--- src/rtl/lpp_pkg.sv ---
package lpp_pkg;
  localparam int unsigned WORD_W         = 64;
  localparam int unsigned BYTE_W         = 8;
  localparam int unsigned N_BYTES        = WORD_W / BYTE_W;
  localparam int unsigned N_HALVES       = 2;
  localparam int unsigned HALF_W         = WORD_W / N_HALVES;
  localparam int unsigned BYTES_PER_HALF = N_BYTES / N_HALVES;
  localparam int unsigned BC_W           = $clog2(BYTE_W + 1);
  localparam int unsigned HC_W           = $clog2(HALF_W + 1);
  localparam int unsigned WC_W           = $clog2(WORD_W + 1);
  localparam int unsigned SZ_W           = 4;

  localparam logic [SZ_W-1:0] SZ_BYTE = 4'd1;
  localparam logic [SZ_W-1:0] SZ_HALF = 4'd4;
  localparam logic [SZ_W-1:0] SZ_WORD = 4'd8;

  typedef enum logic {
    OP_COUNT  = 1'b0,
    OP_PARITY = 1'b1
  } op_e;

  typedef enum logic [1:0] {
    LANE_NONE = 2'd0,
    LANE_BYTE = 2'd1,
    LANE_HALF = 2'd2,
    LANE_WORD = 2'd3
  } lane_e;
endpackage

--- src/rtl/lpp_bit_count.sv ---
module lpp_bit_count #(
  parameter int unsigned W  = 8,
  parameter int unsigned CW = $clog2(W + 1)
) (
  input  logic [W-1:0]  bits_i,
  output logic [CW-1:0] count_o
);
  always_comb begin
    count_o = '0;
    for (int i = 0; i < W; i++) count_o = count_o + CW'(bits_i[i]);
  end
endmodule

--- src/rtl/lpp_sum_tree.sv ---
module lpp_sum_tree #(
  parameter int unsigned N  = 4,
  parameter int unsigned IW = 4,
  parameter int unsigned OW = 6
) (
  input  logic [N*IW-1:0] parts_i,
  output logic [OW-1:0]   sum_o
);
  always_comb begin
    sum_o = '0;
    for (int i = 0; i < N; i++) sum_o = sum_o + OW'(parts_i[i*IW +: IW]);
  end
endmodule

--- src/rtl/lpp_decode.sv ---
module lpp_decode
  import lpp_pkg::*;
(
  input  logic            op_i,
  input  logic [SZ_W-1:0] size_i,
  output lane_e           lane_o,
  output logic            valid_o
);
  always_comb begin
    lane_o = LANE_NONE;
    unique case (size_i)
      SZ_BYTE: if (op_e'(op_i) == OP_COUNT) lane_o = LANE_BYTE;
      SZ_HALF: lane_o = LANE_HALF;
      SZ_WORD: lane_o = LANE_WORD;
      default: lane_o = LANE_NONE;
    endcase
    valid_o = (lane_o != LANE_NONE);
  end
endmodule

--- src/rtl/lane_popc_parity.sv ---
module lane_popc_parity
  import lpp_pkg::*;
(
  input  logic [WORD_W-1:0] operand_i,
  input  logic              op_i,
  input  logic [SZ_W-1:0]   size_i,
  output logic [WORD_W-1:0] result_o,
  output logic              valid_o
);
  logic [N_BYTES*BC_W-1:0]  byte_cnt;
  logic [N_HALVES*HC_W-1:0] half_cnt;
  logic [WC_W-1:0]          word_cnt;
  logic [N_BYTES-1:0]       byte_lsb;
  logic [N_HALVES-1:0]      half_par;
  logic                     word_par;
  lane_e                    lane;
  logic                     dec_valid;

  lpp_decode u_dec (
    .op_i   (op_i),
    .size_i (size_i),
    .lane_o (lane),
    .valid_o(dec_valid)
  );

  // byte counts feed the half and word sums
  for (genvar b = 0; b < N_BYTES; b++) begin : g_byte
    lpp_bit_count #(.W(BYTE_W), .CW(BC_W)) u_cnt (
      .bits_i (operand_i[b*BYTE_W +: BYTE_W]),
      .count_o(byte_cnt[b*BC_W +: BC_W])
    );
    assign byte_lsb[b] = operand_i[b*BYTE_W];
  end

  for (genvar h = 0; h < N_HALVES; h++) begin : g_half
    lpp_sum_tree #(.N(BYTES_PER_HALF), .IW(BC_W), .OW(HC_W)) u_sum (
      .parts_i(byte_cnt[h*BYTES_PER_HALF*BC_W +: BYTES_PER_HALF*BC_W]),
      .sum_o  (half_cnt[h*HC_W +: HC_W])
    );
    assign half_par[h] = ^byte_lsb[h*BYTES_PER_HALF +: BYTES_PER_HALF];
  end

  lpp_sum_tree #(.N(N_HALVES), .IW(HC_W), .OW(WC_W)) u_word (
    .parts_i(half_cnt),
    .sum_o  (word_cnt)
  );
  assign word_par = ^half_par;

  always_comb begin
    result_o = '0;
    unique case (lane)
      LANE_BYTE: begin
        for (int b = 0; b < N_BYTES; b++)
          result_o[b*BYTE_W +: BC_W] = byte_cnt[b*BC_W +: BC_W];
      end
      LANE_HALF: begin
        for (int h = 0; h < N_HALVES; h++) begin
          if (op_e'(op_i) == OP_PARITY) result_o[h*HALF_W] = half_par[h];
          else result_o[h*HALF_W +: HC_W] = half_cnt[h*HC_W +: HC_W];
        end
      end
      LANE_WORD: begin
        if (op_e'(op_i) == OP_PARITY) result_o[0] = word_par;
        else result_o[WC_W-1:0] = word_cnt;
      end
      default: result_o = '0;
    endcase
  end

  assign valid_o = dec_valid;
endmodule

--- config.mk ---
export PLATFORM = sky130hd
export DESIGN_NAME = lane_popc_parity
export DESIGN_NICKNAME = d
export VERILOG_FILES = /design/src/rtl/lpp_pkg.sv /design/src/rtl/lpp_bit_count.sv /design/src/rtl/lpp_sum_tree.sv /design/src/rtl/lpp_decode.sv /design/src/rtl/lane_popc_parity.sv
export SDC_FILE = /design/constraint.sdc
export NUM_CORES = 1
export LEC_CHECK = 0
export ABC_AREA = 1
export ABC_CLOCK_PERIOD_IN_PS = 30200
export BUFFER_PORTS_ARGS = -buffer_cell sky130_fd_sc_hd__buf_2
export CAP_MARGIN = 20
export CELL_PAD_IN_SITES_DETAIL_PLACEMENT = 0
export CELL_PAD_IN_SITES_GLOBAL_PLACEMENT = 1
export CORE_MARGIN = 2
export CORE_UTILIZATION = 33
export DETAILED_ROUTE_END_ITERATION = 12
export GPL_TIMING_DRIVEN = 0
export PLACE_DENSITY_LB_ADDON = 0.08
export SETUP_SLACK_MARGIN = 0.5
export SYNTH_ARGS = -nofsm -noshare
export SYNTH_HDL_FRONTEND = slang
export SYNTH_SLANG_ARGS = --single-unit
--- constraint.sdc ---
create_clock -name vclk -period 30.2
set_input_delay 7.55 -clock vclk [all_inputs]
set_output_delay 7.55 -clock vclk [all_outputs]
set_load 0.01 [all_outputs]
==> flow_summary_export.csv <==
group,metric,value,unit
setup_path,critPathRequiredTime,22.65,ns
routing,vias,2975,
setup_path,start_kind,"primary input",
sta,setup_tns,0,ns
setup_path,crit_arrival,13.09,ns
logic_synthesis,yosysSeqAreaShare,0,%
sta,finalHoldViolCount,0,
floorplanning,die_w,103,um
min_path,holdPathEnd,"result_o[4]",
cells_and_area,fin_nets,765,
routing,drcViolationCount,0,
cells_and_area,design.seq.count,0,
cells_and_area,nClkBuffers,0,
floorplanning,dieArea,10500,um^2
clocking,cts-resized-gates,0,
logic_synthesis,synth_mux_area_share,0,%
floorplanning,rows,35,
sta,fin_ws,9.56,ns
power_and_ir_drop,power,450,uW
placement,dpl.hpwl,7160,um
global_routing,grt_pass1_vias,2761,
sta,min_period,20.64,ns
setup_path,critical-path-max-stage-delay,0.56,ns
floorplanning,initial_utilization,34.4,%
min_path,min_from,"op_i",
power_and_ir_drop,power.density,113,nW/um^2
logic_synthesis,syn_area_per_cell,6.85,um^2
global_routing,antenna_found_initial,0,
sta,setup_viol,0,
sta,maxSlewViolCount,0,
placement,numPortBuffers,107,
floorplanning,die_height,103,um
global_routing,grt_max_degree,11,
power_and_ir_drop,leakagePower,2.66,nW
global_routing,grt-ovfl-total,0,
setup_path,crit_path_cell_trace,"buf_2, ha_1, inv_1, fa_1, fa_1, fa_1, fa_1, inv_1, fa_1, inv_1, fa_1, inv_1, ha_1, fa_1, xor2_1, ha_1, a21oi_1, nand2_1, a21oi_1, o21ai_0, a21oi_1, buf_2",
routing,post_drt_wl_per_cell,10.3,um
routing,viasPerCell,4.08,
clocking,post-cts-setup-buffer-count,0,
logic_synthesis,synth_adder_area_share,46.8,%
setup_path,crit_fanout,5,
run,cap_viol_max_count,0,
routing,antenna_left,0,
placement,gp_congestion,0.786,
floorplanning,ios,134,
logic_synthesis,synth_compound_area_share,7.03,%
setup_path,path_common_cell,"fa_1",
min_path,hold_depth,5,
placement,place_ws,9.51,ns
cells_and_area,final-seq-area,0,um^2
floorplanning,core,9330,um^2
routing,firstDrtPassIters,4,
logic_synthesis,yosysWarnings,0,
routing,wl,7550,um
power_and_ir_drop,peakVddDrop,90.4,uV
setup_path,end_kind,"output port",
sta,fmax,48.5,MHz
global_routing,grt_first_pass_wirelength,12200,um
global_routing,grt_usage,14.4,%
routing,drtIter0Drc,29,
setup_path,cp_slowest_cell,"fa_1",
logic_synthesis,synth_cell_type_count,26,
logic_synthesis,synth-xor-area-share,4.37,%
logic_synthesis,syn_inst,468,
setup_path,path_class,"in2out",
clocking,hold_buffers,0,
logic_synthesis,synth_top_family_by_area,"adder cells",
cells_and_area,num_antenna_cells,0,
sta,fin_crit_sh,68.3,%
sta,rsz0062_at_grt,"false",
cells_and_area,syn_to_final_growth,24.8,%
logic_synthesis,yosys.area_share.simple,17.3,%
run_status,outcome,"finished, final reports clean",
cells_and_area,drive_above_1_share,23.3,%
min_path,hold_path.class,"in2out",
logic_synthesis,syn_area,3210,um^2
## synth_stat cells (all sizes together), types with 2 or more instances
library cell  number  area share [%]
a21o               3            0.70
buf               30             6.8
fa                45              28
nor3               4            0.62
xnor2              2            0.55
o21bai             3            0.70
nand4              2            0.39
a21oi             19             3.0
ha                48              19
inv              149              18
nor2              36             4.2
nand3             13             2.0
nand2             82             9.7
a31oi              3            0.59
xor2              14             3.8
o21ai             10             1.6
## cell usage in the layout (no fill, tap or decap)
master | synthesis | final
nand4_1 | 2 | 2
o21ai_1 | 2 | 2
and2_1 | 1 | 1
xnor2_1 | 2 | 2
a31oi_1 | 3 | 3
xor2_1 | 14 | 14
nand2_2 | 1 | 1
buf_2 | 3 | 110
buf_4 | 27 | 27
a21o_1 | 3 | 3
nand2_1 | 81 | 81
nand3_1 | 13 | 13
o211ai_1 | 1 | 1
fa_1 | 45 | 45
or2_1 | 1 | 1
inv_4 | 1 | 1
o21ai_0 | 8 | 8
inv_2 | 1 | 1
ha_1 | 48 | 48
a21oi_1 | 19 | 19
inv_1 | 147 | 147
conb_1 | 1 | 27
nor2_1 | 36 | 36
nor3_1 | 4 | 4
a22o_1 | 1 | 1
o21bai_1 | 3 | 3
## final cells by class
cell class         count  area [um^2]
multi-input cells    315         2520
well taps            129          161
plain buffers         30          218
fillers             1061         5330
repair buffers       107          536
inverters            149          562
## worst max-delay path: cells and delay by family
family,cells,cell delay (ns)
adder cells (fa/ha/maj),10,4.15
AO/OA/AOI/OAI,4,0.53
buffers and inverters,6,0.50
XOR/XNOR,1,0.25
AND/OR/NAND/NOR,1,0.12
## worst max path at each step
stage,depth (start not counted),startpoint,to
floorplan,23,operand_i[0],result_o[5]
global placement,25,operand_i[0],result_o[5]
detailed placement,22,operand_i[0],result_o[4]
CTS,22,operand_i[0],result_o[4]
global route,22,operand_i[0],result_o[4]
finish,22,operand_i[0],result_o[4]
## layer usage
metal	global-route usage [%]	part of all wire, %
met3	0.136	3.9
met1	18.4	43
met5	0	0
met2	28.7	54
met4	0	0
## cell families after synthesis
group	count (synthesis)
AO/OA/AOI/OAI	40
other	1
buffers and inverters	179
AND/OR/NAND/NOR	139
adder cells (fa/ha/maj)	93
XOR/XNOR	16
## report_power, final
part           switching (mW)  leakage [nW]  internal, mW
clock network               0             0             0
logic                   0.272          2.66         0.178
registers                   0             0             0
## metrics by stage
| step | util [%] | hold WS (ns) | cell area (um^2) | std cells |
|---|---|---|---|---|
| 2_1_floorplan | - | 15.23 | 3300 | 494 |
| 3_3_place_gp | 42.9 | 15.55 | 4000 | 730 |
| 3_5_place_dp | 42.9 | 15.55 | 4000 | 730 |
| 4_1_cts | 42.9 | 15.55 | 4000 | 730 |
| 5_1_grt | 42.9 | 15.59 | 4000 | 730 |
| 6_report | 42.9 | 15.54 | 4000 | 730 |
Power figures use the tool's default switching activity.
